### config.mk
export PLATFORM = sky130hd
export DESIGN_NAME = pic_channel
export DESIGN_NICKNAME = d
export VERILOG_FILES = /design/src/rtl/pic_pkg.sv /design/src/rtl/pic_gate_track.sv /design/src/rtl/pic_step_calc.sv /design/src/rtl/pic_channel.sv
export SDC_FILE = /design/constraint.sdc
export NUM_CORES = 1
export LEC_CHECK = 0
export ABC_AREA = 0
export BUFFER_PORTS_ARGS = -buffer_cell sky130_fd_sc_hd__buf_4
export CAP_MARGIN = 20
export CORE_MARGIN = 2
export CORE_UTILIZATION = 60
export DETAILED_ROUTE_END_ITERATION = 16
export HOLD_SLACK_MARGIN = 0.06
export PLACE_DENSITY = 0.87
export SLEW_MARGIN = 40
export SYNTH_ARGS = -nofsm -noshare
export SYNTH_HDL_FRONTEND = slang
export SYNTH_SLANG_ARGS = --single-unit
### constraint.sdc
create_clock -name clk -period 3.3 [get_ports clk]
set_clock_uncertainty 0.15 [all_clocks]
set_input_delay 0.66 -clock clk [delete_from_list [all_inputs] [get_ports clk]]
set_output_delay 0.66 -clock clk [all_outputs]
set_load 0.01 [all_outputs]
### src/rtl/pic_pkg.sv
// Package: shared mode type and mode-code decoding for the interval counter.
// Assumes a 2-bit mode code; code 11 is folded onto the rate generator.
package pic_pkg;
    typedef enum logic [1:0] {
        MODE_RATE   = 2'b00,
        MODE_SQUARE = 2'b01,
        MODE_STROBE = 2'b10
    } pic_mode_e;

    // Map the raw mode code onto a supported mode.
    function automatic pic_mode_e decode_mode(input logic [1:0] code);
        case (code)
            2'b01:   return MODE_SQUARE;
            2'b10:   return MODE_STROBE;
            default: return MODE_RATE;
        endcase
    endfunction
endpackage

### src/rtl/pic_gate_track.sv
// Gate tracker: keeps the previous gate level and flags a rising edge.
// Assumes gate is already synchronous to clk.
module pic_gate_track (
    input  logic clk,
    input  logic rst_n,
    input  logic gate_i,
    output logic rise_o
);
    logic gate_q;

    // Remember last cycle's gate level.
    always_ff @(posedge clk) begin
        if (!rst_n) gate_q <= 1'b0;
        else        gate_q <= gate_i;
    end

    assign rise_o = gate_i & ~gate_q;
endmodule

### src/rtl/pic_step_calc.sv
// Tick datapath: from the current count, output phase and mode, computes the
// state after one running counter tick. Purely combinational.
// Assumes the count holds at least 1 while running (0 written maps to 2**W).
module pic_step_calc
    import pic_pkg::*;
#(
    parameter int W = 16
) (
    input  pic_mode_e       mode_i,
    input  logic [W:0]      cnt_i,
    input  logic [W:0]      init_i,
    input  logic            out_i,
    input  logic            first_i,
    output logic [W:0]      cnt_o,
    output logic            out_o,
    output logic            first_o,
    output logic            done_o
);
    localparam int CW = W + 1;

    logic [CW-1:0] step;

    // Next-state selection for one tick in the active mode.
    always_comb begin
        cnt_o   = cnt_i;
        out_o   = out_i;
        first_o = first_i;
        done_o  = 1'b0;
        step    = CW'(2);
        case (mode_i)
            MODE_SQUARE: begin
                if (first_i && init_i[0])
                    step = out_i ? CW'(1) : CW'(3);
                if (cnt_i <= step) begin
                    cnt_o   = init_i;
                    out_o   = ~out_i;
                    first_o = 1'b1;
                end else begin
                    cnt_o   = cnt_i - step;
                    first_o = 1'b0;
                end
            end
            MODE_STROBE: begin
                if (!out_i) begin
                    out_o  = 1'b1;
                    done_o = 1'b1;
                end else if (cnt_i == CW'(1)) begin
                    out_o = 1'b0;
                    cnt_o = '0;
                end else begin
                    cnt_o = cnt_i - CW'(1);
                end
            end
            default: begin
                if (cnt_i == CW'(1)) begin
                    cnt_o = init_i;
                    out_o = 1'b1;
                end else begin
                    cnt_o = cnt_i - CW'(1);
                    out_o = (cnt_i != CW'(2));
                end
            end
        endcase
    end
endmodule

### src/rtl/pic_channel.sv
// Interval counter channel: holds mode, initial count and run state, applies
// the per-mode gate rules, and advances the count on each counter tick.
// Assumes all inputs are synchronous to clk and cnt_tick is one cycle wide.
module pic_channel
    import pic_pkg::*;
#(
    parameter int W = 16
) (
    input  logic         clk,
    input  logic         rst_n,
    input  logic         cnt_tick,
    input  logic         gate,
    input  logic         mode_wr,
    input  logic [1:0]   mode_sel,
    input  logic         cnt_wr,
    input  logic [W-1:0] cnt_data,
    output logic         out
);
    localparam int CW = W + 1;

    pic_mode_e     mode_q;
    logic [CW-1:0] init_q, cnt_q, nx_cnt, load_val;
    logic          out_q, run_q, pend_q, armed_q, first_q;
    logic          nx_out, nx_first, nx_done, gate_rise, gated_mode;

    assign load_val   = {(cnt_data == '0), cnt_data};
    assign gated_mode = (mode_q != MODE_STROBE);
    assign out        = out_q;

    pic_gate_track u_gate (
        .clk    (clk),
        .rst_n  (rst_n),
        .gate_i (gate),
        .rise_o (gate_rise)
    );

    pic_step_calc #(.W(W)) u_step (
        .mode_i  (mode_q),
        .cnt_i   (cnt_q),
        .init_i  (init_q),
        .out_i   (out_q),
        .first_i (first_q),
        .cnt_o   (nx_cnt),
        .out_o   (nx_out),
        .first_o (nx_first),
        .done_o  (nx_done)
    );

    // Channel control: mode writes, count writes, gate rules and tick updates.
    always_ff @(posedge clk) begin
        if (!rst_n) begin
            mode_q  <= MODE_RATE;
            init_q  <= '0;
            cnt_q   <= '0;
            out_q   <= 1'b1;
            run_q   <= 1'b0;
            pend_q  <= 1'b0;
            armed_q <= 1'b0;
            first_q <= 1'b0;
        end else if (mode_wr) begin
            mode_q  <= decode_mode(mode_sel);
            out_q   <= 1'b1;
            run_q   <= 1'b0;
            pend_q  <= 1'b0;
            armed_q <= 1'b0;
        end else begin
            if (gated_mode && !gate) begin
                out_q <= 1'b1;
                run_q <= 1'b0;
            end else if (gated_mode && gate_rise && armed_q) begin
                pend_q <= 1'b1;
                run_q  <= 1'b0;
            end else if (cnt_tick && gate) begin
                if (pend_q) begin
                    cnt_q   <= init_q;
                    out_q   <= 1'b1;
                    run_q   <= 1'b1;
                    first_q <= 1'b1;
                    pend_q  <= 1'b0;
                end else if (run_q) begin
                    cnt_q   <= nx_cnt;
                    out_q   <= nx_out;
                    first_q <= nx_first;
                    if (nx_done) run_q <= 1'b0;
                end
            end
            if (cnt_wr) begin
                init_q  <= load_val;
                pend_q  <= 1'b1;
                armed_q <= 1'b1;
            end
        end
    end

    AST_MODE_HIGH: assert property (@(posedge clk) disable iff (!rst_n)
        mode_wr |=> out);
    AST_GATE_FORCE: assert property (@(posedge clk) disable iff (!rst_n)
        (gated_mode && !gate) |=> out);
    AST_NO_IDLE_FALL: assert property (@(posedge clk) disable iff (!rst_n)
        !cnt_tick |=> !$fell(out));
    AST_STROBE_ONE: assert property (@(posedge clk) disable iff (!rst_n)
        (mode_q == MODE_STROBE && !out_q && cnt_tick && gate && !mode_wr) |=> out);
    AST_SQ_EVEN_STEP: assert property (@(posedge clk) disable iff (!rst_n)
        (mode_q == MODE_SQUARE && run_q && !first_q) |-> !cnt_q[0]);
endmodule

== Word-level counts from Yosys, hierarchy flattened ==
Index checks and enable logic that the tools add are counted.
W data, S select, Z words.

* $add $sub $neg: 2
* Multiply operators: 0
* Div/mod/pow operators: 0
* Magnitude comparators: 1
* Eq/ne operators: 10
* Shift-type cells: 0
* Muxes and demuxes: 31
* Bitwise gates (word level): 7
* Reductions and logical operators: 18

{| class="wikitable"
|+ Operators with widths
! cell !! number
|-
| $mux W17 || 8
|-
| $pmux W17 S2 || 1
|-
| $mux W1 || 19
|-
| $eq A17 B1 Y1 const B || 1
|-
| $le A17 B17 Y1 || 1
|-
| $ne A17 B2 Y1 const B || 1
|-
| $sub A17 B1 Y17 const B || 1
|-
| $sub A17 B17 Y17 || 1
|-
| $logic_not A16 Y1 || 1
|-
| $reduce_and A6 Y1 || 2
|-
| $not A1 Y1 || 6
|-
| $logic_and A1 B1 Y1 || 5
|-
| $eq A2 B1 Y1 const B || 2
|-
| $eq A2 B2 Y1 const B || 2
|-
| $ne A2 B2 Y1 const B || 2
|-
| $pmux W2 S2 || 1
|-
| $reduce_and A2 Y1 || 2
|-
| $reduce_and A4 Y1 || 1
|-
| $reduce_bool A2 Y1 || 2
|-
| $reduce_or A4 Y1 || 1
|-
| $ne A3 B2 Y1 const B || 1
|-
| $ne A3 B3 Y1 const B || 1
|-
| $reduce_bool A3 Y1 || 1
|-
| $reduce_or A3 Y1 || 1
|-
| 5 further kinds || 5
|}

* Register bits: 42
* Latch bits: 0
* RAM bits: 0
* Bits in read-only memories: 0
* Input bits: 24
* Memories: 0

== Longest topological paths before layout ==
* Depth in word-level cells: 8
* Gate-level depth with buffers: 11
* Mapped depth without buffers: 11

== Cells and area by module ==
A second synthesis with hierarchy kept.

* Cell total of the unflattened synthesis: 484
* Area total of the unflattened synthesis: 3658.5 um^2

{| class="wikitable"
|+ Modules (own cells, without submodules)
! module !! instances !! cells each !! area each (um^2)
|-
| pic_channel || 1 || 198 || 1846.8
|-
| pic_step_calc || 1 || 283 || 1771.7
|-
| pic_gate_track || 1 || 3 || 40.0
|}

== Worst setup path after synthesis ==
No wires, ideal clock.

* Path type: reg2reg
* From: reg out_q (netlist: out)
* To: reg cnt_q[11]
* Arrival time: 2486 ps
* Required time: 3026 ps
* Path slack: 540 ps
* Stages on the path, launching flop included: 12
* Clock period less this slack: 2760 ps
* Cell sequence: dfxtp_1 -> and3_1 -> ha_1 -> nor2b_1 -> and4bb_2 -> and4_1 -> a31oi_2 -> buf_6 -> clkbuf_1 -> nand2_1 -> o211ai_1 -> a21oi_1

* Longest elaborated chain between the ends: 8
* Elaborated cells between the ends (all ways): 11
* Classes of those cells: 1 x add/sub; 1 x order compare; 1 x eq/ne; 7 x mux; 1 x reduce/logical

{| class="wikitable"
|+ Ends and longest elaborated chain
! what !! line !! RTL
|-
| from (decl) || pic_channel.sv:23 || <nowiki>logic out_q, run_q, pend_q, armed_q, first_q;</nowiki>
|-
| from (signal assigned) || pic_channel.sv:82 || <nowiki>out_q <= nx_out;</nowiki>
|-
| $mux W2 || pic_step_calc.sv:33 || <nowiki>step = out_i ? CW'(1) : CW'(3);</nowiki>
|-
| $mux W17 || pic_step_calc.sv:32 || <nowiki>if (first_i && init_i[0])</nowiki>
|-
| $mux W17 || pic_step_calc.sv:30 || <nowiki>case (mode_i)</nowiki>
|-
| $sub A17 B17 Y17 or $le A17 B17 Y1 (tied branches) || pic_step_calc.sv:39, pic_step_calc.sv:34 ||
|-
| $mux W17 || pic_step_calc.sv:34 || <nowiki>if (cnt_i <= step) begin</nowiki>
|-
| $pmux W17 S2 || pic_step_calc.sv:30 ||
|-
| $mux W17 || pic_channel.sv:80 || <nowiki>end else if (run_q) begin</nowiki>
|-
| $mux W17 || pic_channel.sv:74 || <nowiki>if (pend_q) begin</nowiki>
|-
| to (signal assigned) || pic_channel.sv:75 || <nowiki>cnt_q <= init_q;</nowiki>
|-
| to (signal assigned) || pic_channel.sv:81 || <nowiki>cnt_q <= nx_cnt;</nowiki>
|-
| to (decl) || pic_channel.sv:22 || <nowiki>logic [CW-1:0] init_q, cnt_q, nx_cnt, load_val;</nowiki>
|}

Parallel ways exist; a longest one is shown, timed or not. The select of a mux whose other input is x is not followed.
A chain may end at the register's enable or synchronous reset.

== Worst setup path in the final report ==
* From: reg init_q[0]
* To: reg cnt_q[2]

* Longest elaborated chain between the ends: 8
* Elaborated cells between the ends (all ways): 9
* Classes of those cells: 1 x add/sub; 1 x order compare; 6 x mux; 1 x reduce/logical

{| class="wikitable"
|+ Ends and longest elaborated chain
! what !! line !! RTL
|-
| from (decl) || pic_channel.sv:22 ||
|-
| from (signal assigned) || pic_channel.sv:88 || <nowiki>init_q <= load_val;</nowiki>
|-
| $logic_and A1 B1 Y1 * || pic_step_calc.sv:32 ||
|-
| $mux W17 * || pic_step_calc.sv:32 ||
|-
| $mux W17 * || pic_step_calc.sv:30 ||
|-
| $sub A17 B17 Y17 or $le A17 B17 Y1 (tied branches) || pic_step_calc.sv:39, pic_step_calc.sv:34 ||
|-
| $mux W17 * || pic_step_calc.sv:34 ||
|-
| $pmux W17 S2 * || pic_step_calc.sv:30 ||
|-
| $mux W17 * || pic_channel.sv:80 ||
|-
| $mux W17 * || pic_channel.sv:74 ||
|}

Every way passes the cells marked *; elsewhere a longest branch is shown, timed or not. The select of a mux whose other input is x is not followed.

==> results.cfg <==
[synthesis]
yosys.area.top_type_share_pct = 27.6
synth_fa_ha_area_share_pct = 3.94
synth_compound_area_share_pct = 25.5
synth-simple-area-share_pct = 27.4
muxShareOfSynthArea_pct = 1.44
synth-seq-area-share_pct = 27.6
synthTopCellsByArea = dfxtp_1 (28%), nand2_1 (8.2%), a21boi_0 (3.9%)
ys_types = 61
synth_fp_nets = 429
synth_enable_flop_cells = 0
synth-main-ff-cell = dfxtp_1
avgSynthCellArea_um2 = 7.70
synthXorXnorAreaFrac_pct = 7.47
synth_top_family_by_area = simple AND/OR/NAND/NOR gates
yosys_register_bits = 42
syn_area_um2 = 3050
yosys_warnings = 0
async_flop_share_pct = 0
synth_top_cell_by_area = dfxtp_1
syn_inst = 396

[cells_and_area]
layout_common_cells = nand2_1 (67), dfxtp_1 (42), buf_4 (31)
fin_cells = 471
drive_gt1_share_pct = 14.6
final_common_cell = nand2_1
syn2layout_area_growth_pct = 8.33
final_core_util_pct = 68.6
n_antenna_cell = 0
nNetsFinal = 436
n_fill_cell = 409

[worst_setup_path]
crit_path_end_kind = register
start_kind = register
crit_type = reg -> reg
worstPathMaxFanout = 26
arrival_ps = 2940
crit_family = simple AND/OR/NAND/NOR gates
max_stage_delay_ps = 370
crit_slowest_cell = mux2_2
cp_cell_sequence = and3_1 > ha_1 > nor2b_1 > and4bb_2 > and4_1 > a31oi_2 > buf_4 > mux2_2 > a21oi_1 > a311oi_1
required_ps = 3310
worst-path-buf-inv = 1

[timing]
max-slew-margin-rel_pct = 50.0
hold_slack_ps = 327
setup_slack_ps = 366
tightest_slew_ps = 744
fmax_mhz = 341
fin_crit_sh_pct = 88.9
slew_viol_final = 0
setup_tns_ps = 0
grt_setup_unrepaired = false
min_period_ps = 2930
finalHoldViolCount = 0
setup_viol = 0

[min_path]
holdCritPathClass = reg -> reg

[clock_tree]
root_buffer = clkbuf_8
clk_latency_ps = 300
post_cts_buffers = 0
post_cts_resized = 0
clk_pin_slew_ps = 90
cts.sinks = 42
cts_tree = built
postCtsHoldBufs = 0
htreeDepth = 2
cts.path.max_buffers = 2
cts-buffers-inserted = 5

[die]
die_area_um2 = 5670
initial_core_util_pct = 63.3
core_um2 = 4820
boundaryPins = 25
die_x_um = 75.3
rows = 25
die-height_um = 75.3

[detailed_routing]
drt_pass1_iterations = 5
drt_iter0_markers = 523
drc_errors = 0
vias_per_cell = 6.53
via_count = 3074
detail-route-antenna-nets = 0
wirelength_um = 8250
wl_per_cell_um = 17.5

[power_and_ir_drop]
vdd_ir_drop_max_uv = 295
p_leak_nw = 1.27
powerDensity_nw_per_um2 = 358

[place]
gp_congestion = 1.03
dp_slack_ps = 480
place_inst = 463
numPortBuffers = 24
dpl.hpwl_um = 5870

[run_status]
run_status = complete, no violations

[grt]
first_global_vias = 2755
grtUsageTotal_pct = 31.5
grt_max_degree = 41
grt_first_pass_wirelength_um = 13700
antenna_found_initial = 0
overflow = 0

[flow_run]
cap_viol_max_count = 0
state kept, by name, summed over array words and instances (netlist names):
name	count
mode_q	2
first_q	1
cnt_q	17
armed_q	1
init_q	17
pend_q	1
u_gate.gate_q	1
run_q	1
out	1
Yosys cell counts (4+ instances only):
library cell	number
nor4_1	10
xnor2_1	13
clkbuf_1	18
dfxtp_1	42
inv_1	9
a21boi_0	16
a221oi_1	10
nor3_1	11
buf_2	5
o21ai_1	7
a21oi_1	21
buf_6	6
xor2_1	13
nor2_1	27
nand2_1	67
or4_4	4
nand3_1	10
o211ai_1	10
and2_1	6
ha_1	8
o21ai_0	17
or3_1	5
worst reg2reg max path, delay by kind of cell (launching register included):
family | cells | cell delay [ps]
buf+inv | 1 | 310
fa+ha+maj | 1 | 280
simple gates | 4 | 910
compound gates | 3 | 420
flops | 1 | 350
mux | 1 | 380
kinds of logic after synthesis:
kind of cell | Yosys count
AO/OA/AOI/OAI | 111
XOR/XNOR | 26
adder cells (fa/ha/maj) | 9
buffers and inverters | 41
flip-flops | 42
multiplexers | 4
AND/OR/NAND/NOR | 163
cell type report:
type / instances / area, um^2 / area share [%]
Clock buffer: 6 / 82.6 / 2.50
Clock inverter: 2 / 16.3 / 0.492
Inverter: 10 / 37.5 / 1.14
Multi-Input combinational cell: 313 / 2010 / 60.8
Sequential cell: 42 / 841 / 25.4
Tap cell: 67 / 83.8 / 2.54
Timing Repair Buffer: 31 / 233 / 7.04
path summary, 6_finish.rpt:
| check | start | cells past startpoint | to | slack [ps] |
|---|---|---|---|---|
| setup / recovery | init_q[0] | 10 | cnt_q[2] | 370 |
| hold / removal | armed_q | 2 | armed_q | 330 |
| setup reg to reg | init_q[0] | 10 | cnt_q[2] | 370 |
| hold reg to reg | armed_q | 2 | armed_q | 330 |
metal layers:
| layer | vias up | wire length [um] | share of wire, % | GRT usage (%) |
|---|---|---|---|---|
| met4 | 0 | 213 | 2.6 | 10.1 |
| met1 | 1417 | 3580 | 43 | 47.7 |
| li1 | 1441 | - | - | - |
| met5 | - | 0 | 0 | 0 |
| met2 | 187 | 3640 | 44 | 46.1 |
| met3 | 29 | 818 | 9.9 | 4.23 |
power breakdown:
| part | internal [mW] | switching [mW] |
|---|---|---|
| clock | 0.172 | 0.196 |
| sequential | 0.521 | 0.0180 |
| combinational | 0.114 | 0.161 |
| total | 0.808 | 0.375 |
through the flow:
| step | instance area, um^2 | total power [mW] |
|---|---|---|
| 2_1_floorplan | 3050 | 0.744 |
| 3_3_place_gp | 3210 | 0.813 |
| 3_5_place_dp | 3210 | 0.814 |
| 4_1_cts | 3300 | 1.17 |
| 5_1_grt | 3300 | 1.23 |
| 6_report | 3300 | 1.18 |
No activity file was read; power rests on OpenSTA's default activity.
